## src/rtl/dlf_pkg.sv

```systemverilog
package dlf_pkg;
  localparam int LINKS     = 2;
  localparam int LANE_CNT  = 4;
  localparam int LANE_BITS = 7;
  localparam int WORD_W    = LANE_CNT * LANE_BITS;
  localparam int PIX_W     = 24;

  localparam logic [LANE_BITS-1:0] CLK_PATTERN = 7'b1100011;

  typedef struct packed {
    logic [7:0] r;
    logic [7:0] g;
    logic [7:0] b;
  } pixel_t;

  typedef struct packed {
    logic hs;
    logic vs;
    logic de;
  } sync_t;

  typedef enum logic [1:0] {
    MODE_DUAL   = 2'b00,
    MODE_SPLIT  = 2'b01,
    MODE_UNDEF  = 2'b10,
    MODE_SINGLE = 2'b11
  } mode_e;

  typedef struct packed {
    logic capture;
    logic clearCap;
    logic load;
    logic pickSecond;
    logic link2Fill;
    logic blankAll;
    logic sixBit;
  } strobe_t;

  function automatic logic [WORD_W-1:0] packWord(pixel_t p, sync_t s, logic six);
    logic [LANE_BITS-1:0] l0, l1, l2, l3;
    l0 = {p.g[0], p.r[5:0]};
    l1 = {p.b[1:0], p.g[5:1]};
    l2 = {s.de, s.vs, s.hs, p.b[5:2]};
    l3 = six ? '0 : {1'b0, p.b[7:6], p.g[7:6], p.r[7:6]};
    return {l3, l2, l1, l0};
  endfunction
endpackage

```

## src/rtl/dlf_ctrl.sv

```systemverilog
module dlf_ctrl
  import dlf_pkg::*;
#(
  parameter int BITS = LANE_BITS
) (
  input  logic       clk,
  input  logic       rstN,
  input  logic       pixClk,
  input  logic       edgeSel,
  input  logic [1:0] modeSel,
  input  logic       sixBitSel,
  input  logic       pwrDnN,
  output strobe_t    stb,
  output logic       link1On,
  output logic       link2On
);
  localparam int CNT_W = $clog2(BITS);
  localparam logic [CNT_W-1:0] LAST = CNT_W'(BITS - 1);

  logic [CNT_W-1:0] bitIdx;
  logic             prevPix;
  logic             on;
  logic             firstDue;
  mode_e            activeMode;
  mode_e            nextMode;
  logic             boundary;
  logic             edgeEv;

  always_comb begin
    boundary = (bitIdx == LAST);
    edgeEv   = edgeSel ? (pixClk & ~prevPix) : (~pixClk & prevPix);
    nextMode = (modeSel == MODE_UNDEF) ? activeMode : mode_e'(modeSel);

    stb.capture    = edgeEv & on;
    stb.clearCap   = ~on;
    stb.load       = boundary;
    stb.pickSecond = (nextMode == MODE_SPLIT) & ~firstDue;
    stb.link2Fill  = (nextMode == MODE_DUAL);
    stb.blankAll   = ~pwrDnN;
    stb.sixBit     = sixBitSel;
  end

  always_ff @(posedge clk) begin
    if (!rstN) begin
      bitIdx     <= '0;
      prevPix    <= 1'b0;
      on         <= 1'b0;
      firstDue   <= 1'b0;
      activeMode <= MODE_DUAL;
    end else begin
      prevPix <= pixClk;
      bitIdx  <= boundary ? '0 : bitIdx + CNT_W'(1);
      if (boundary) begin
        activeMode <= nextMode;
        on         <= pwrDnN;
      end
      if (!on)              firstDue <= 1'b0;
      else if (stb.capture) firstDue <= 1'b1;
      else if (boundary)    firstDue <= 1'b0;
    end
  end

  assign link1On = on;
  assign link2On = on && (activeMode == MODE_DUAL);


  bit_range_chk: assert property (@(posedge clk) disable iff (!rstN)
    bitIdx <= LAST);


  word_edge_only_chk: assert property (@(posedge clk) disable iff (!rstN)
    !boundary |=> $stable(activeMode) && $stable(on));


  undef_mode_chk: assert property (@(posedge clk) disable iff (!rstN)
    activeMode != MODE_UNDEF);
endmodule

```

## src/rtl/dlf_datapath.sv

```systemverilog
module dlf_datapath
  import dlf_pkg::*;
#(
  parameter int BITS = LANE_BITS
) (
  input  logic                clk,
  input  logic                rstN,
  input  strobe_t             stb,
  input  logic [PIX_W-1:0]    pixFirst,
  input  logic [PIX_W-1:0]    pixSecond,
  input  sync_t               syncIn,
  output logic [LANE_CNT-1:0] lanes1,
  output logic                clkBit1,
  output logic [LANE_CNT-1:0] lanes2,
  output logic                clkBit2
);
  pixel_t capA, capB;
  sync_t  capSync;

  logic [WORD_W-1:0]   loadWord [LINKS];
  logic [LANE_CNT-1:0] laneBit  [LINKS];
  logic                clkBit   [LINKS];

  always_ff @(posedge clk) begin
    if (!rstN || stb.clearCap) begin
      capA    <= '0;
      capB    <= '0;
      capSync <= '0;
    end else if (stb.capture) begin
      capA    <= pixel_t'(pixFirst);
      capB    <= pixel_t'(pixSecond);
      capSync <= syncIn;
    end
  end

  always_comb begin
    loadWord[0] = stb.blankAll ? '0 :
                  packWord(stb.pickSecond ? capB : capA, capSync, stb.sixBit);
    loadWord[1] = (stb.blankAll || !stb.link2Fill) ? '0 :
                  packWord(capB, capSync, stb.sixBit);
  end

  for (genvar l = 0; l < LINKS; l++) begin : g_link
    logic [BITS-1:0] clkSr;
    always_ff @(posedge clk) begin
      if (!rstN)         clkSr <= '0;
      else if (stb.load) clkSr <= CLK_PATTERN;
      else               clkSr <= clkSr >> 1;
    end
    assign clkBit[l] = clkSr[0];

    for (genvar k = 0; k < LANE_CNT; k++) begin : g_lane
      logic [BITS-1:0] sr;
      always_ff @(posedge clk) begin
        if (!rstN)         sr <= '0;
        else if (stb.load) sr <= loadWord[l][k*BITS +: BITS];
        else               sr <= sr >> 1;
      end
      assign laneBit[l][k] = sr[0];
    end
  end

  assign lanes1  = laneBit[0];
  assign lanes2  = laneBit[1];
  assign clkBit1 = clkBit[0];
  assign clkBit2 = clkBit[1];


  clk_lead_chk: assert property (@(posedge clk) disable iff (!rstN)
    stb.load |=> clkBit1 && clkBit2);


  six_blank_chk: assert property (@(posedge clk) disable iff (!rstN)
    stb.load && stb.sixBit |=> !lanes1[LANE_CNT-1] && !lanes2[LANE_CNT-1]);


  link2_blank_chk: assert property (@(posedge clk) disable iff (!rstN)
    stb.load && !stb.link2Fill |=> lanes2 == '0);


  cap_clear_chk: assert property (@(posedge clk) disable iff (!rstN)
    stb.clearCap |=> capA == '0 && capB == '0);
endmodule

```

## src/rtl/dual_link_formatter.sv

```systemverilog
module dual_link_formatter
  import dlf_pkg::*;
#(
  parameter int BITS = LANE_BITS
) (
  input  logic                clk,
  input  logic                rstN,
  input  logic                pixClk,
  input  logic                edgeSel,
  input  logic [1:0]          modeSel,
  input  logic                sixBitSel,
  input  logic                outEn,
  input  logic                pwrDnN,
  input  logic [PIX_W-1:0]    pixFirst,
  input  logic [PIX_W-1:0]    pixSecond,
  input  logic                hsyncIn,
  input  logic                vsyncIn,
  input  logic                deIn,
  output logic [LANE_CNT-1:0] link1Lanes,
  output logic                link1Clk,
  output logic                link1Valid,
  output logic [LANE_CNT-1:0] link2Lanes,
  output logic                link2Clk,
  output logic                link2Valid
);
  strobe_t             stb;
  logic                link1On, link2On;
  logic [LANE_CNT-1:0] raw1, raw2;
  logic                rawClk1, rawClk2;
  sync_t               syncIn;

  assign syncIn = '{hs: hsyncIn, vs: vsyncIn, de: deIn};

  dlf_ctrl #(.BITS(BITS)) u_ctrl (
    .clk(clk), .rstN(rstN), .pixClk(pixClk), .edgeSel(edgeSel),
    .modeSel(modeSel), .sixBitSel(sixBitSel), .pwrDnN(pwrDnN),
    .stb(stb), .link1On(link1On), .link2On(link2On)
  );

  dlf_datapath #(.BITS(BITS)) u_dp (
    .clk(clk), .rstN(rstN), .stb(stb), .pixFirst(pixFirst),
    .pixSecond(pixSecond), .syncIn(syncIn),
    .lanes1(raw1), .clkBit1(rawClk1), .lanes2(raw2), .clkBit2(rawClk2)
  );

  assign link1Valid = link1On & outEn;
  assign link2Valid = link2On & outEn;
  assign link1Lanes = link1Valid ? raw1 : '0;
  assign link1Clk   = link1Valid & rawClk1;
  assign link2Lanes = link2Valid ? raw2 : '0;
  assign link2Clk   = link2Valid & rawClk2;


  link2_alone_chk: assert property (@(posedge clk) disable iff (!rstN)
    link2Valid |-> link1Valid);
endmodule

```

## config.mk

```make
export PLATFORM = sky130hd
export DESIGN_NAME = dual_link_formatter
export DESIGN_NICKNAME = d
export VERILOG_FILES = /design/src/rtl/dlf_pkg.sv /design/src/rtl/dlf_ctrl.sv /design/src/rtl/dlf_datapath.sv /design/src/rtl/dual_link_formatter.sv
export SDC_FILE = /design/constraint.sdc
export NUM_CORES = 1
export LEC_CHECK = 0
export BUFFER_PORTS_ARGS = -buffer_cell sky130_fd_sc_hd__buf_4
export CORE_MARGIN = 5
export CORE_UTILIZATION = 55
export DETAILED_ROUTE_END_ITERATION = 16
export PLACE_DENSITY = 0.84
export SYNTH_ARGS = -nofsm -noshare
export SYNTH_HDL_FRONTEND = slang
export SYNTH_HIERARCHICAL = 1
export SYNTH_SLANG_ARGS = --single-unit
```

## constraint.sdc

```tcl
create_clock -name clk -period 2.4 [get_ports clk]
set_input_delay 0.12 -clock clk [delete_from_list [all_inputs] [get_ports clk]]
set_output_delay 0.12 -clock clk [all_outputs]
set_load 0.02 [all_outputs]
```

==> Word level (Yosys, flattened, before mapping) <==
Cells that the tools add are included.
{ "totals": {"register_bits": 129, "latch_bits": 0, "mem_bits_rw": 0, "mem_bits_ro": 0, "wordCells": 86, "memories": 0} }
{ "classes": {"n_addsub": 1, "multipliers": 0, "n_div": 0, "n_lt_le_gt_ge": 0, "eq_ne": 3, "shift": 0, "muxes": 21, "bitwise": 15, "reduce_logical": 12} }
{ "ops": {"columns": ["cell", "n"], "rows": [
  ["$mux 6", 10],
  ["$mux 27", 2],
  ["$mux 24", 1],
  ["$mux 7", 2],
  ["$and 1x1->1", 8],
  ["$mux 4", 2],
  ["$not 1->1", 7],
  ["$logic_not 2->1", 2],
  ["$add 3x1->3 const B", 1],
  ["$eq 3x3->1 const B", 1],
  ["$mux 1", 3],
  ["$reduce_and 3->1", 1],
  ["$reduce_or 3->1", 1],
  ["$eq 2x1->1 const B", 1],
  ["$eq 2x2->1 const B", 1],
  ["$logic_not 1->1", 2],
  ["$logic_or 1x1->1", 2],
  ["$mux 2", 1],
  ["$reduce_and 2->1", 1],
  ["$reduce_bool 2->1", 1],
  ["$reduce_or 2->1", 1],
  ["$logic_and 1x1->1", 1]
]} }

==> Longest topological paths before layout <==
{ "logic_depth": {"depth_word": 8, "ltp_mapped": 10, "ltp_nobuf": 6} }

==> By module <==
Netlist, hierarchy kept.
{ "modules_own_cells": {"columns": ["mod", "n_inst", "cells_per_inst", "area_each_um2", "seq_area_each_um2"], "rows": [
  ["dlf_datapath", 1, 341, 3985.1, 2242.2],
  ["dlf_ctrl", 1, 46, 381.6, 160.2],
  ["dual_link_formatter", 1, 13, 91.3, 0.0]
]} }

==> Worst setup path after synthesis <==
Ideal clock, no wire load.
{ "synth_path": {"kind": "register to register", "startpoint": "reg u_ctrl.bitIdx[0]", "endpoint": "reg u_dp.g_link[1].g_lane[0].sr[5]", "setup_time_ns": 0.117, "arrival_ns": 1.611, "required_ns": 2.283, "slack_ns": 0.672, "path_stages_with_launch": 11, "period_less_slack_ns": 1.728, "cell_sequence": "dfxtp_1 -> inv_1 -> ha_1 -> nand2_1 -> inv_1 -> buf_4 -> buf_6 -> and4b_1 -> buf_6 -> buf_6 -> a22o_1"} }
{ "synth_between": {"elab_chain_cells": 2} }
{ "synth_lines": {"columns": ["item", "line", "source"], "rows": [
  ["start: declaration", "dlf_ctrl.sv:20", "logic [CNT_W-1:0] bitIdx;"],
  ["start signal: assignment", "dlf_ctrl.sv:52", "bitIdx <= boundary ? '0 : bitIdx + CNT_W'(1);"],
  ["$eq 3x3->1", "dlf_ctrl.sv:30", "boundary = (bitIdx == LAST);"],
  ["net u_ctrl.boundary", "dlf_ctrl.sv:26", "logic boundary;"],
  ["$mux 6", "dlf_datapath.sv:56", "else if (stb.load) sr <= loadWord[l][k*BITS +: BITS];"],
  ["end signal: assignment", "dlf_datapath.sv:56", null],
  ["end signal: assignment", "dlf_datapath.sv:57", "else sr <= sr >> 1;"],
  ["end: declaration", "dlf_datapath.sv:53", "logic [BITS-1:0] sr;"]
]} }
The timed path passes the listed nets, and every way through them passes these cells.
A chain may end at the register's enable or synchronous reset.

==> impl_metrics.env <==
export IMPL_outcome="finished, final reports clean"
export IMPL_numCtsBuffers=17
export IMPL_ios=72
export IMPL_leakagePower_nw=2.34
export IMPL_clock_skew_ns=0.00835
export IMPL_synth_top_area_share_pct=53.9
export IMPL_tns_ns=0
export IMPL_h_tree_depth=4
export IMPL_dp_hpwl_mm=5.89
export IMPL_arrival_ns=2.31
export IMPL_yosysMostFrequentCell="dfxtp_1"
export IMPL_grt_overflow=0
export IMPL_vias=3345
export IMPL_grt_pass1_wl_mm=16.7
export IMPL_area_delta_synth_final_pct=37.7
export IMPL_critical_path_class="reg -> reg"
export IMPL_switchingPower_uw=913
export IMPL_hold_viol_final=0
export IMPL_combinationalPowerShare_pct=5.0
export IMPL_grt_usage_pct=21.4
export IMPL_crit_required_ns=2.79
export IMPL_synthTopCellsByCount="dfxtp_1 (120), mux2i_1 (75), nor2_1 (58)"
export IMPL_hold_start="pixSecond[7]"
export IMPL_r2r_start="u_ctrl/bitIdx[0]"
export IMPL_wl_met3_um=587
export IMPL_worst_ir_drop_vdd_v=0.000623
export IMPL_cp_end_kind="flip-flop"
export IMPL_fillers=461
export IMPL_synth_seq_cells=120
export IMPL_synthCells=400
export IMPL_wl_per_cell_um=16.1
export IMPL_pwr_share_clk_pct=52.5
export IMPL_timing_fmax_ghz=0.521
export IMPL_routed_top_layer="met4"
export IMPL_synth_area_per_cell_um2=11.1
export IMPL_drt_met1_wl_mm=4.32
export IMPL_viasPerCell=5.29
export IMPL_synthTopCellsByArea="dfxtp_1 (54%), mux2i_1 (17%), nor2_1 (4.9%), o2bb2ai_1 (4.1%), a22o_1 (3.9%)"
export IMPL_cts_sinks=120
export IMPL_syn_area_um2=4460
export IMPL_worstReg2RegEnd="u_dp/g_link[1].g_lane[3].sr[1]"
export IMPL_cap_violations=0
export IMPL_seq_area_um2=2400
export IMPL_p_per_area_nw_per_um2=769
export IMPL_hold_depth=4
export IMPL_clockRootBuffer="clkbuf_8"
export IMPL_insertion_delay_ns=0.51
export IMPL_row_count=32
export IMPL_synth_edf_count=0
export IMPL_synth_async_reset_ratio_pct=0
export IMPL_port_buffers=71
export IMPL_yosysUniqueCellTypes=35
export IMPL_drive_gt1_share_pct=21.9
export IMPL_p_int_mw=3.80
export IMPL_gp_congestion=0.764
export IMPL_rrSetupSlack_ns=0.48
export IMPL_cp_max_fo=23
export IMPL_timing_final_crit_share_pct=80.0
export IMPL_ant_nets=0
export IMPL_multi_input_area_um2=1790
export IMPL_hold_class="in -> reg"
export IMPL_yosys_warnings=6
export IMPL_cts_tree="done"
export IMPL_route_met2_wl_mm=5.12
export IMPL_grt_max_degree=52
export IMPL_tightest_slew_ns=1.05
export IMPL_die_w_um=100
export IMPL_drc_errors=0
export IMPL_cts_clk_slew_worst_paths_ns=0.05
export IMPL_p_sw_share_pct=19.4
export IMPL_die_area_um2=10000
export IMPL_crit_path_start_kind="flip-flop"
export IMPL_finalSetupViolCount=0
export IMPL_hold_path_end="u_dp/capB[7]"
export IMPL_wl_mm=10.2
export IMPL_yosys_area_top_type="dfxtp_1"
export IMPL_grt_pass1_vias=3379
export IMPL_diodes=0
export IMPL_slew_viol_final=0
export IMPL_power_mw=4.72
export IMPL_antenna_found_initial=0
export IMPL_power_frac_seq_pct=42.5
export IMPL_seq_area_frac_synth_pct=53.9
export IMPL_synth_ff_type="dfxtp_1"
export IMPL_nNetsFinal=580
export IMPL_fp_dieH_um=100
export IMPL_clockBufferDepth=2
export IMPL_drt_initial_drc_count=159
export IMPL_rsz0062_at_grt="no"
export IMPL_reg2reg_depth=7
export IMPL_initial_utilization_pct=57.1
export IMPL_max_slew_margin_pct=30.0
export IMPL_min_period_ns=1.92
export IMPL_core_um2=7810
export IMPL_dr_pass1_iters=4
export IMPL_syn_num_nets=462
per-layer routing:
layer  vias to the layer above  global-route usage (%)
li1                       1633                       -
met1                      1613                    25.7
met2                        82                    36.6
met3                        17                    6.39
met4                         0                    7.25
met5                         -                       0
area by class of cell:
type / count / area share, %
clock buffers: 23 / 7.60
clock inverters: 8 / 1.96
inverters: 7 / 0.428
multi-input cells: 235 / 29.1
flip-flops and latches: 120 / 39.1
well taps: 102 / 2.08
repair buffers: 137 / 19.7
flip-flops by register name (all words and copies together) (netlist names):
register               cells
u_ctrl/activeMode          2
u_ctrl/bitIdx              3
u_ctrl/firstDue            1
u_ctrl/link1On             1
u_ctrl/prevPix             1
u_dp/capA                 24
u_dp/capB                 24
u_dp/capSync               3
u_dp/g_link.clkSr          7
u_dp/g_link.g_lane.sr     54
logic make-up (layout without fill, tap and decap cells):
kind of cell	Yosys count	after routing	share of synthesized area (%)
multiplexers	75	75	16.8
buffers and inverters	45	175	6.48
AND/OR/NAND/NOR	99	99	11.2
flip-flops	120	120	53.9
AO/OA/AOI/OAI	59	59	11.0
adder cells (fa/ha/maj)	2	2	0.561
worst max path at each step:
stage | from | to | slack (ns) | depth (start not counted)
global placement | u_ctrl/bitIdx[0] | u_dp/g_link[1].g_lane[3].sr[0] | 0.60 | 7
finish | u_ctrl/bitIdx[0] | u_dp/g_link[1].g_lane[3].sr[1] | 0.48 | 7
CTS | u_ctrl/link1On | link2Lanes[3] | 0.45 | 4
floorplan | u_ctrl/bitIdx[0] | u_dp/g_link[1].g_lane[0].sr[5] | 0.67 | 10
global route | u_ctrl/bitIdx[0] | u_dp/g_link[1].g_lane[3].sr[3] | 0.30 | 7
detailed placement | u_ctrl/bitIdx[0] | u_dp/g_link[1].g_lane[3].sr[4] | 0.51 | 7
power groups by stage:
stage          combinational [mW]  sequential, mW  clock, mW
2_1_floorplan              0.0661            2.05          0
3_3_place_gp                0.152            2.05          0
3_5_place_dp                0.155            2.05          0
4_1_cts                     0.233            2.00       2.52
5_1_grt                     0.253            2.00       2.62
6_report                    0.234            2.00       2.48
cells in the final DEF, fill, tap and decap left out, types with 2 or more instances in the layout:
master,count
o2bb2ai_1,21
and2_2,3
buf_12,2
dlygate4sd3_1,61
clkbuf_8,4
nor2_1,57
a21oi_1,3
and3_1,10
clkbuf_1,3
nand3_1,2
o21a_1,4
mux2i_1,75
bufinv_16,3
clkinvlp_4,2
inv_1,7
o21ai_0,2
a32o_1,5
ha_1,2
a22o_1,20
clkbuf_16,16
and2_1,7
a21boi_0,2
buf_4,74
clkinv_2,3
and3_2,2
nand2_1,5
dfxtp_1,120
through the flow:
stage | std cells | setup WS (ns) | hold slack [ns] | cell area, µm² | util [%]
6_report | 632 | 0.480 | 0.391 | 6140 | 78.6
5_1_grt | 632 | 0.302 | 0.400 | 6140 | 78.6
4_1_cts | 632 | 0.451 | 0.361 | 6140 | 78.6
3_5_place_dp | 540 | 0.507 | 0.359 | 4940 | 63.3
3_3_place_gp | 540 | 0.604 | 0.351 | 4940 | 63.3
2_1_floorplan | 400 | 0.672 | 0.238 | 4460 | -
worst max-delay path, cell delays in order, from the launching register on:
cell and delay [ns]:
dfxtp_1 0.35, inv_1 0.05, ha_1 0.23, nand2_1 0.18
inv_1 0.19, and4b_1 0.28, buf_4 0.23, a32o_1 0.29
timing repair:
| action | CTS | global route |
|---|---|---|
| gates resized for setup | 0 | 0 |
| hold buffers | 61 | 0 |
| setup buffers | 0 | 0 |
| hold endpoints to repair | 65 | 0 |
Note: power is estimated with default switching activity, not from simulation.
